## src/rtl/pwm_shadow_pkg.sv

```systemverilog
package pwm_shadow_pkg;

  // Strobes from the timer control to the duty datapath.
  typedef struct packed {
    logic fineStep;  // compare base advances at the coming edge
    logic roll;      // period ends at the coming edge
  } ctrlStb_t;

  // Prescale select encoding.
  localparam logic [1:0] PRE_DIV1 = 2'b00;
  localparam logic [1:0] PRE_DIV4 = 2'b01;

endpackage

```

## src/rtl/pwm_timer_ctrl.sv

```systemverilog
module pwm_timer_ctrl
  import pwm_shadow_pkg::*;
#(
  parameter int TMR_W  = 8,
  parameter int FINE_W = 2
) (
  input  logic              clk,
  input  logic              rstN,
  input  logic              enable,
  input  logic [1:0]        preSel,
  input  logic [TMR_W-1:0]  periodReg,
  output logic [TMR_W-1:0]  tmrQ,
  output logic [FINE_W-1:0] fineBits,
  output ctrlStb_t          stb
);

  localparam int LEVELS = 3;                // ratios 1, 4, 16
  localparam int CNT_W  = FINE_W * LEVELS;  // phase bits plus prescaler bits

  logic [CNT_W-1:0]  cntQ;
  logic [FINE_W-1:0] fineLvl [LEVELS];
  logic [LEVELS-1:0] tickLvl;
  logic [LEVELS-1:0] stepLvl;
  logic [1:0]        lvlSel;
  logic              tick;
  logic              roll;

  // One slice of the phase/prescale counter per ratio level.
  for (genvar g = 0; g < LEVELS; g++) begin : g_lvl
    assign fineLvl[g] = cntQ[(g+1)*FINE_W-1 : g*FINE_W];
    assign tickLvl[g] = &cntQ[(g+1)*FINE_W-1 : 0];
    if (g == 0) begin : g_first
      assign stepLvl[g] = 1'b1;
    end else begin : g_rest
      assign stepLvl[g] = &cntQ[g*FINE_W-1 : 0];
    end
  end

  always_comb begin
    case (preSel)
      PRE_DIV1: lvlSel = 2'd0;
      PRE_DIV4: lvlSel = 2'd1;
      default:  lvlSel = 2'd2;
    endcase
  end

  assign tick     = enable && tickLvl[lvlSel];
  assign roll     = tick && (tmrQ == periodReg);
  assign fineBits = fineLvl[lvlSel];

  always_comb begin
    stb.fineStep = enable && stepLvl[lvlSel];
    stb.roll     = roll;
  end

  always_ff @(posedge clk or negedge rstN) begin
    if (!rstN) begin
      cntQ <= '0;
      tmrQ <= '0;
    end else if (!enable) begin
      cntQ <= '0;
      tmrQ <= '0;
    end else begin
      cntQ <= tick ? '0 : cntQ + 1'b1;
      if (roll)      tmrQ <= '0;
      else if (tick) tmrQ <= tmrQ + 1'b1;
    end
  end

  AST_IDLE_CLEAR: assert property (@(posedge clk) disable iff (!rstN)
    !enable |=> (tmrQ == '0) && (cntQ == '0));
  AST_ROLL_ZERO: assert property (@(posedge clk) disable iff (!rstN)
    roll |=> tmrQ == '0);
  AST_TMR_STEP: assert property (@(posedge clk) disable iff (!rstN)
    (enable && tick && !roll) |=> tmrQ == TMR_W'($past(tmrQ) + 1'b1));
  AST_TMR_HOLD: assert property (@(posedge clk) disable iff (!rstN)
    (enable && !tick) |=> $stable(tmrQ));

endmodule

```

## src/rtl/pwm_duty_path.sv

```systemverilog
module pwm_duty_path
  import pwm_shadow_pkg::*;
#(
  parameter int TMR_W  = 8,
  parameter int FINE_W = 2
) (
  input  logic              clk,
  input  logic              rstN,
  input  logic              enable,
  input  ctrlStb_t          stb,
  input  logic [TMR_W-1:0]  tmrQ,
  input  logic [FINE_W-1:0] fineBits,
  input  logic              hiWr,
  input  logic [TMR_W-1:0]  hiData,
  input  logic              loWr,
  input  logic [FINE_W-1:0] loData,
  output logic              pwmOut,
  output logic              periodMatch
);

  localparam int DUTY_W = TMR_W + FINE_W;

  logic [TMR_W-1:0]  hiBuf;
  logic [FINE_W-1:0] loBuf;
  logic [DUTY_W-1:0] stagedDuty;
  logic [DUTY_W-1:0] activeDuty;
  logic [DUTY_W-1:0] baseVal;
  logic              hitEnd;
  logic              pinQ;
  logic              matchQ;

  assign stagedDuty = {hiBuf, loBuf};
  assign baseVal    = {tmrQ, fineBits};
  // Falls on the base step that lands on the active duty.
  assign hitEnd     = stb.fineStep && (activeDuty != '0) &&
                      (baseVal == activeDuty - DUTY_W'(1));

  always_ff @(posedge clk or negedge rstN) begin
    if (!rstN) begin
      hiBuf <= '0;
      loBuf <= '0;
    end else begin
      if (hiWr) hiBuf <= hiData;
      if (loWr) loBuf <= loData;
    end
  end

  always_ff @(posedge clk or negedge rstN) begin
    if (!rstN) begin
      activeDuty <= '0;
      pinQ       <= 1'b0;
      matchQ     <= 1'b0;
    end else if (!enable) begin
      activeDuty <= '0;
      pinQ       <= 1'b0;
      matchQ     <= 1'b0;
    end else begin
      matchQ <= stb.roll;
      if (stb.roll) begin
        activeDuty <= stagedDuty;
        pinQ       <= (stagedDuty != '0);
      end else if (hitEnd) begin
        pinQ <= 1'b0;
      end
    end
  end

  assign pwmOut      = pinQ;
  assign periodMatch = matchQ;

  AST_OFF_LOW: assert property (@(posedge clk) disable iff (!rstN)
    !enable |=> !pwmOut && !periodMatch);
  AST_ZERO_DUTY: assert property (@(posedge clk) disable iff (!rstN)
    (activeDuty == '0 && !stb.roll) |=> !pwmOut);
  AST_SHADOW_HOLD: assert property (@(posedge clk) disable iff (!rstN)
    (enable && !stb.roll) |=> $stable(activeDuty));
  AST_SHADOW_LOAD: assert property (@(posedge clk) disable iff (!rstN)
    stb.roll |=> activeDuty == $past(stagedDuty));
  AST_MATCH_PULSE: assert property (@(posedge clk) disable iff (!rstN)
    periodMatch |-> tmrQ == '0);

endmodule

```

## src/rtl/pwm_shadow_top.sv

```systemverilog
module pwm_shadow_top
  import pwm_shadow_pkg::*;
#(
  parameter int TMR_W  = 8,
  parameter int FINE_W = 2
) (
  input  logic              clk,
  input  logic              rstN,
  input  logic              enable,
  input  logic [1:0]        preSel,
  input  logic [TMR_W-1:0]  periodReg,
  input  logic              dutyHiWr,
  input  logic [TMR_W-1:0]  dutyHiData,
  input  logic              dutyLoWr,
  input  logic [FINE_W-1:0] dutyLoData,
  output logic              pwmOut,
  output logic              periodMatch,
  output logic [TMR_W-1:0]  timerValue
);

  ctrlStb_t          stb;
  logic [TMR_W-1:0]  tmrQ;
  logic [FINE_W-1:0] fineBits;

  pwm_timer_ctrl #(.TMR_W(TMR_W), .FINE_W(FINE_W)) i_ctrl (
    .clk      (clk),
    .rstN     (rstN),
    .enable   (enable),
    .preSel   (preSel),
    .periodReg(periodReg),
    .tmrQ     (tmrQ),
    .fineBits (fineBits),
    .stb      (stb)
  );

  pwm_duty_path #(.TMR_W(TMR_W), .FINE_W(FINE_W)) i_path (
    .clk        (clk),
    .rstN       (rstN),
    .enable     (enable),
    .stb        (stb),
    .tmrQ       (tmrQ),
    .fineBits   (fineBits),
    .hiWr       (dutyHiWr),
    .hiData     (dutyHiData),
    .loWr       (dutyLoWr),
    .loData     (dutyLoData),
    .pwmOut     (pwmOut),
    .periodMatch(periodMatch)
  );

  assign timerValue = tmrQ;

endmodule

```

## config.mk

```make
export PLATFORM = sky130hd
export DESIGN_NAME = pwm_shadow_top
export DESIGN_NICKNAME = d
export VERILOG_FILES = /design/src/rtl/pwm_shadow_pkg.sv /design/src/rtl/pwm_timer_ctrl.sv /design/src/rtl/pwm_duty_path.sv /design/src/rtl/pwm_shadow_top.sv
export SDC_FILE = /design/constraint.sdc
export NUM_CORES = 1
export LEC_CHECK = 0
export ABC_CLOCK_PERIOD_IN_PS = 3520
export BUFFER_PORTS_ARGS = -buffer_cell sky130_fd_sc_hd__clkbuf_2
export CAP_MARGIN = 5
export CORE_MARGIN = 1.5
export CORE_UTILIZATION = 62
export CTS_BUF_LIST = sky130_fd_sc_hd__clkbuf_8
export DETAILED_ROUTE_END_ITERATION = 10
export PLACE_DENSITY = 0.87
export SYNTH_ARGS = -nofsm -noshare
export SYNTH_HDL_FRONTEND = slang
export SYNTH_SLANG_ARGS = --single-unit
```

## constraint.sdc

```tcl
create_clock -name clk -period 3.52 [get_ports clk]
set_input_delay 0 -clock clk [delete_from_list [all_inputs] [get_ports clk]]
set_output_delay 0 -clock clk [all_outputs]
set_load 0.005 [all_outputs]
```

==> results.yml, run 1 <==
run_status:
  status: "finished, final reports clean"
cts:
  cts_sinks: 36
  post_cts_buffers: 0
  clock_latency_ns: 0.29
  clk_transition_reported_paths_ns: 0.08
  numCtsBuffers: 5
  cts_root_buf: "clkbuf_8"
  cts_tree: "yes"
  clock_path_buffers: 2
  h-tree-depth: 2
die:
  die_h_um: 60.25
  core_um2: 3078
  initial_core_util_pct: 66.02
  row_count: 20
  die_w_um: 60.25
  ios: 35
  die_area_um2: 3630
routing:
  vias: 1777
  drt_iter0_drc: 123
  drc: 0
  dr.pass1.iters: 5
  antenna_left: 0
  routed_via_density: 5.826
  wl_per_cell_um: 14.83
  totalWireLength_mm: 4.523
finish:
  fin_area_um2: 2465
  n_antenna_cell: 0
  fin_cells: 305
  final_cell_mix: "dfrtp_1 (36), clkbuf_2 (34), nand2_1 (29)"
  layout_commonest_cell: "dfrtp_1"
  nets: 288
  drive_gt1_share_pct: 21.46
  fin_util_pct: 80.08
  area_growth_pct: 21.31
grt:
  grt_start_max_net_pins: 37
  grt.busiest_layer: "met2"
  antenna_found_initial: 0
  grt_pass1_wl_mm: 7.265
  met2_usage_pct: 45.50
  gr-usage-met1_pct: 33.89
  grt_pass1_vias: 1649
  global_route.usage.met3_pct: 6.494
  track_usage_pct: 27.59
  gr-total-overflow: 0
synth:
  yosysWarnings: 0
  ys_seq_elements: 36
  syn-cell-area_um2: 2032
  syn_avg_cell_area_um2: 9.540
  synth_top_area_cell: "dfrtp_1"
  ys_seq_area_share_pct: 44.33
  synth_nets: 241
  synth_cell_types: 40
  synthCells: 213
  yosys.area.top_type_share_pct: 44.33
  synth_area_leaders: "dfrtp_1 (44%), xnor2_1 (6.5%), mux2_2 (5.5%), nand2_1 (5.4%), xor2_1 (3.4%)"
hold_path:
  hp-start: "dutyHiWr"
  hp-class: "input port to flop"
setup_path:
  worstPathRequired_ns: 3.71
  cp-start-kind: "flop"
  end_kind: "flop"
  crit_arrival_ns: 2.71
  cp_max_fo: 6
  cp-startpoint: "i_path.activeDuty[0]$_DFFE_PN0P_"
  worstSetupPathType: "flop to flop"
  r2r-start: "i_path.activeDuty[0]$_DFFE_PN0P_"
placed_design:
  gp_congestion: 0.8179
  dp_hpwl_mm: 3.103
  port-buffer-count: 34
  place_ws_ns: 1.013
  dpl-instance-area_um2: 2223
  placedCellCount: 284
timing:
  fin_setup_tns_ns: 0
  hold_violations: 0
  fin_crit_sh_pct: 71.63
  fin_skew_ns: 0.007581
  min_period_ns: 2.522
  drv_slew: 0
  slew-limit-headroom_pct: 42.92
  rsz0062_at_grt: "no"
  worst_hold_slack_ns: 0.1234
  max_freq_mhz: 396.6
  setup_ws_ns: 0.9985
  worstMarginPinSlew_ns: 0.8562
  finalSetupViolCount: 0
power:
  design_power_total_uw: 893.3
  seq_power_share_pct: 49.8
  p_int_uw: 684.4
  comb_power_share_pct: 9.5
  swShare_pct: 23.38
  irDropWorstVdd_v: 0.0002802
  p_leak_nw: 1.116
  power_density_nw_per_um2: 362.4
  clkPwrFrac_pct: 40.7
  switchingPower_uw: 208.9
run:
  drv_cap: 0
## per-layer routing
metal,part of all wire (%),vias up
li1,-,852
met1,44,854
met2,49,59
met3,5.2,12
met4,2.0,0
met5,0,-
## flip-flops by register name, indices dropped and copies added, names as in the netlist
register	cells
i_path.pwmOut	1
i_ctrl.cntQ	6
i_path.periodMatch	1
i_path.activeDuty	10
i_path.hiBuf	8
i_path.loBuf	2
i_ctrl.tmrQ	8
## cell usage after synthesis
| cell type | number |
|---|---|
| o32ai_1 | 1 |
| xor2_1 | 8 |
| a21oi_1 | 5 |
| nor4_1 | 4 |
| a21bo_2 | 1 |
| or3b_2 | 2 |
| o2bb2ai_1 | 1 |
| ha_1 | 3 |
| xnor2_1 | 15 |
| nand2_1 | 29 |
| nand2b_1 | 2 |
| dfrtp_1 | 36 |
| mux2i_1 | 4 |
| a32o_1 | 1 |
| or3_1 | 1 |
| or4_1 | 2 |
| o21ai_0 | 12 |
| a31oi_1 | 2 |
| nand4b_1 | 2 |
| a41o_1 | 1 |
| o21a_1 | 1 |
| clkbuf_1 | 6 |
| nand4_1 | 5 |
| nand3_1 | 9 |
| inv_1 | 6 |
| nor4b_1 | 1 |
| o31ai_1 | 6 |
| nor2_1 | 17 |
| nor3_1 | 3 |
| nor2b_1 | 2 |
| nand3b_1 | 3 |
| or4b_4 | 1 |
| a211oi_1 | 1 |
| a21boi_0 | 1 |
| and3_1 | 4 |
| o211ai_1 | 2 |
| and2_1 | 1 |
| a22o_1 | 1 |
| buf_6 | 1 |
| mux2_2 | 10 |
## kinds of logic after synthesis
group / Yosys count / synth area share [%]
fa+ha+maj: 3 / 1.847
simple gates: 88 / 21.98
buf+inv: 13 / 2.771
compound gates: 36 / 11.64
flops: 36 / 44.33
xor+xnor: 23 / 9.914
mux: 14 / 7.512
## final cells by class
cell class	instances	area [um2]
clock buffer	5	68.82
clock inverter	3	42.54
fill	199	613.1
inverter	6	22.52
multi-input combinational	164	1075
sequential	36	900.9
tap	44	55.05
timing repair buffer	47	300.3
## worst paths after layout
path / end / slack, ns / cells after the start
min in group asynchronous: i_ctrl.tmrQ[3]$_DFFE_PN0P_ / 0.36 / 2
max in group asynchronous: i_ctrl.tmrQ[2]$_DFFE_PN0P_ / 2.63 / 2
max reg2reg: i_path.pwmOut$_DFFE_PN0P_ / 1.0 / 8
min reg2reg: i_ctrl.cntQ[0]$_DFF_PN0_ / 0.51 / 1
min: i_path.hiBuf[6]$_DFFE_PN0P_ / 0.12 / 2
max: i_path.pwmOut$_DFFE_PN0P_ / 1.0 / 8
## power groups by stage
stage | clock network [mW] | registers (mW) | logic [mW]
after floorplan | 0 | 0.448 | 0.0395
after global placement | 0 | 0.452 | 0.0682
after detailed placement | 0 | 0.453 | 0.0714
after CTS | 0.366 | 0.444 | 0.0849
after global routing | 0.384 | 0.447 | 0.0939
final | 0.364 | 0.445 | 0.0846
## critical path, stage by stage (launching register included)
cell and delay, ns:
dfrtp_1 0.44, inv_1 0.10, ha_1 0.23, or4b_4 0.50
o21a_1 0.20, or4_1 0.49, nand3_1 0.09, o211ai_1 0.10
a41o_1 0.26
## what timing repair did
item | 4_1_cts | 5_1_grt
setup endpoints to repair | 0 | 0
resized for setup | 0 | 0
hold buffers | 13 | 0
hold endpoints to repair | 46 | 0
Note: power is estimated with default switching activity, not from simulation.
==> inputs of run 2 (changes only) <==
--- a/config.mk
+++ b/config.mk
@@ -5,14 +5,15 @@
 export SDC_FILE = /design/constraint.sdc
 export NUM_CORES = 1
 export LEC_CHECK = 0
-export ABC_CLOCK_PERIOD_IN_PS = 3520
+export ABC_AREA = 1
+export ABC_CLOCK_PERIOD_IN_PS = 2400
 export BUFFER_PORTS_ARGS = -buffer_cell sky130_fd_sc_hd__clkbuf_2
 export CAP_MARGIN = 5
 export CORE_MARGIN = 1.5
-export CORE_UTILIZATION = 62
+export CORE_UTILIZATION = 58
 export CTS_BUF_LIST = sky130_fd_sc_hd__clkbuf_8
 export DETAILED_ROUTE_END_ITERATION = 10
-export PLACE_DENSITY = 0.87
+export PLACE_DENSITY = 0.82
 export SYNTH_ARGS = -nofsm -noshare
 export SYNTH_HDL_FRONTEND = slang
 export SYNTH_SLANG_ARGS = --single-unit
==> constraint.sdc (replaced) <==
create_clock -name clk -period 2.4 [get_ports clk]
set_input_delay 0 -clock clk [delete_from_list [all_inputs] [get_ports clk]]
set_output_delay 0 -clock clk [all_outputs]
set_load 0.005 [all_outputs]
==> results.yml, run 2 <==
die:
  initial_core_util_pct: 62.27
  die_area_um2: 4040
  row_count: 21
  ios: 35
  die_h_um: 63.56
  die_w_um: 63.56
  core_um2: 3416
synth:
  synthCells: 285
  ys_seq_area_share_pct: 42.35
  synth_cell_types: 26
  yosysWarnings: 0
  yosys.area.top_type_share_pct: 42.35
  synth_top_area_cell: "dfrtp_1"
  synth-async-reset-ratio_pct: 100.0
  yosysMostFrequentCell: "nand2_1"
  syn_avg_cell_area_um2: 7.463
  synth_area_leaders: "dfrtp_1 (42%), nand2_1 (14%), inv_1 (7.6%), nor2_1 (5.8%), xor2_1 (4.9%)"
  ys_top_cells_by_count: "nand2_1 (79), inv_1 (43), dfrtp_1 (36), nor2_1 (33), nand3_1 (20)"
  synth_ff_type: "dfrtp_1"
  ys_seq_elements: 36
  synth_nets: 313
  syn-cell-area_um2: 2127
  synth-edff-count: 0
setup_path:
  cp-start-kind: "flop"
  r2r-start: "i_ctrl.cntQ[0]$_DFF_PN0_"
  cp_slowest_stage_delay_ns: 0.41
  cp-startpoint: "i_ctrl.cntQ[0]$_DFF_PN0_"
  end_kind: "flop"
  crit_slowest_cell: "dfrtp_1"
  worstSetupPathType: "flop to flop"
  worstPathRequired_ns: 2.58
  crit_path_frequent_cell: "nand2_4"
  crit_chain: "ha_1 -> nand3_2 -> nor2_2 -> nand3_1 -> nand2_2 -> nand2_4 -> inv_4 -> nand2_4 -> nand2_4 -> nor2_1 -> nand2_1 -> nand2_1"
  cp_max_fo: 16
  crit_arrival_ns: 2.03
routing:
  antenna_left: 0
  dr.pass1.iters: 4
  drc: 0
  drt_iter0_drc: 120
  routed_via_density: 4.971
  totalWireLength_mm: 4.604
  wl_per_cell_um: 11.99
  vias: 1909
timing:
  rsz0062_at_grt: "no"
  fin_setup_tns_ns: 0
  min_period_ns: 1.850
  hold_violations: 0
  fin_crit_sh_pct: 77.10
  fin_skew_ns: 0.008419
  drv_slew: 0
  max_freq_mhz: 540.4
  finalSetupViolCount: 0
  slew-limit-headroom_pct: 42.13
  worst_hold_slack_ns: 0.06336
  worstMarginPinSlew_ns: 0.8681
  setup_ws_ns: 0.5495
cts:
  h-tree-depth: 2
  cts_root_buf: "clkbuf_8"
  cts_resized: 0
  cts_sinks: 36
  cts_tree: "yes"
  clk_transition_reported_paths_ns: 0.08
  numCtsBuffers: 5
  post_cts_buffers: 0
  cts-hold-fix-buffers: 15
  clock_path_buffers: 2
  clock_latency_ns: 0.30
grt:
  grt_start_max_net_pins: 37
  track_usage_pct: 26.22
  antenna_found_initial: 0
  grt_pass1_vias: 1914
  grt_pass1_wl_mm: 8.197
  gr-total-overflow: 0
hold_path:
  hp-class: "input port to flop"
  hp-start: "enable"
power:
  p_leak_nw: 1.380
  power_density_nw_per_um2: 465.9
  irDropWorstVdd_v: 0.0004879
finish:
  layout_commonest_cell: "nand2_1"
  fin_cells: 384
  nets: 365
  fin_area_um2: 2565
  largest_register_ffs: 10
  largest_register: "i_path.activeDuty"
  final_cell_mix: "nand2_1 (79), inv_1 (44), dfrtp_1 (36)"
  area_growth_pct: 20.59
  reg_top3: "i_path.activeDuty (10), i_ctrl.tmrQ (8), i_path.hiBuf (8)"
  drive_gt1_share_pct: 14.79
  n_antenna_cell: 0
  n_fill_cell: 267
run_status:
  status: "finished, final reports clean"
placed_design:
  port-buffer-count: 34
  dpl-instance-area_um2: 2326
  place_ws_ns: 0.5488
  gp_congestion: 0.9494
  placedCellCount: 361
  dp_hpwl_mm: 3.301
run:
  drv_cap: 0
-- run 2: area by class of cell --
| cell class | instances | area [um2] | share of cell area (%) |
|---|---|---|---|
| multi-input cells | 199 | 1018 | 39.71 |
| flip-flops and latches | 36 | 900.9 | 35.12 |
| repair buffers | 50 | 327.8 | 12.78 |
| inverters | 45 | 171.4 | 6.683 |
| clock buffers | 5 | 68.82 | 2.683 |
| well taps | 46 | 57.56 | 2.244 |
| clock inverters | 3 | 20.02 | 0.7805 |
-- run 2: path summary, 6_finish.rpt --
check | to | slack [ns] | cells after the start
min in group asynchronous | i_path.loBuf[1]$_DFFE_PN0P_ | 0.35 | 2
hold / removal | i_ctrl.cntQ[1]$_DFF_PN0_ | 0.06 | 3
hold reg to reg | i_ctrl.cntQ[0]$_DFF_PN0_ | 0.53 | 1
setup reg to reg | i_path.pwmOut$_DFFE_PN0P_ | 0.55 | 12
setup / recovery | i_path.pwmOut$_DFFE_PN0P_ | 0.55 | 12
max in group asynchronous | i_ctrl.cntQ[2]$_DFF_PN0_ | 1.50 | 2
-- run 2: power breakdown --
group	switching [mW]	total (mW)	internal [mW]
combinational	0.0717	0.128	0.0564
sequential	0.00988	0.636	0.626
clock	0.229	0.431	0.202
total	0.311	1.19	0.884
-- run 2: kinds of logic (layout without fill, tap and decap cells) --
| group | Yosys count | after routing | synth area share (%) |
|---|---|---|---|
| AO/OA/AOI/OAI | 27 | 27 | 7.059 |
| XOR/XNOR | 19 | 19 | 7.824 |
| AND/OR/NAND/NOR | 150 | 150 | 31.24 |
| adder cells (fa/ha/maj) | 3 | 3 | 1.765 |
| buffers and inverters | 50 | 103 | 9.764 |
| flip-flops | 36 | 36 | 42.35 |
-- run 2: through the flow --
step | utilization (%) | total power, mW
finish | 75.09 | 1.195
global placement | 68.10 | 0.7506
floorplan | - | 0.7038
detailed placement | 68.10 | 0.7533
CTS | 75.09 | 1.197
global route | 75.09 | 1.242
-- run 2: per-layer routing --
| layer | part of all wire (%) | wire (um) | global-route usage [%] |
|---|---|---|---|
| met2 | 50 | 2286 | 45.53 |
| met4 | 1.1 | 49 | 8.696 |
| met3 | 3.9 | 178 | 5.714 |
| met1 | 45 | 2088 | 32.24 |
| met5 | 0 | 0 | 0 |
-- run 2: worst max-delay path, delay by kind of cell, from the launching register on --
family                     cells  cell delay (ns)
adders and majority gates      1             0.24
buffers and inverters          1             0.09
DFF                            1             0.41
and+or+nand+nor               10             0.97
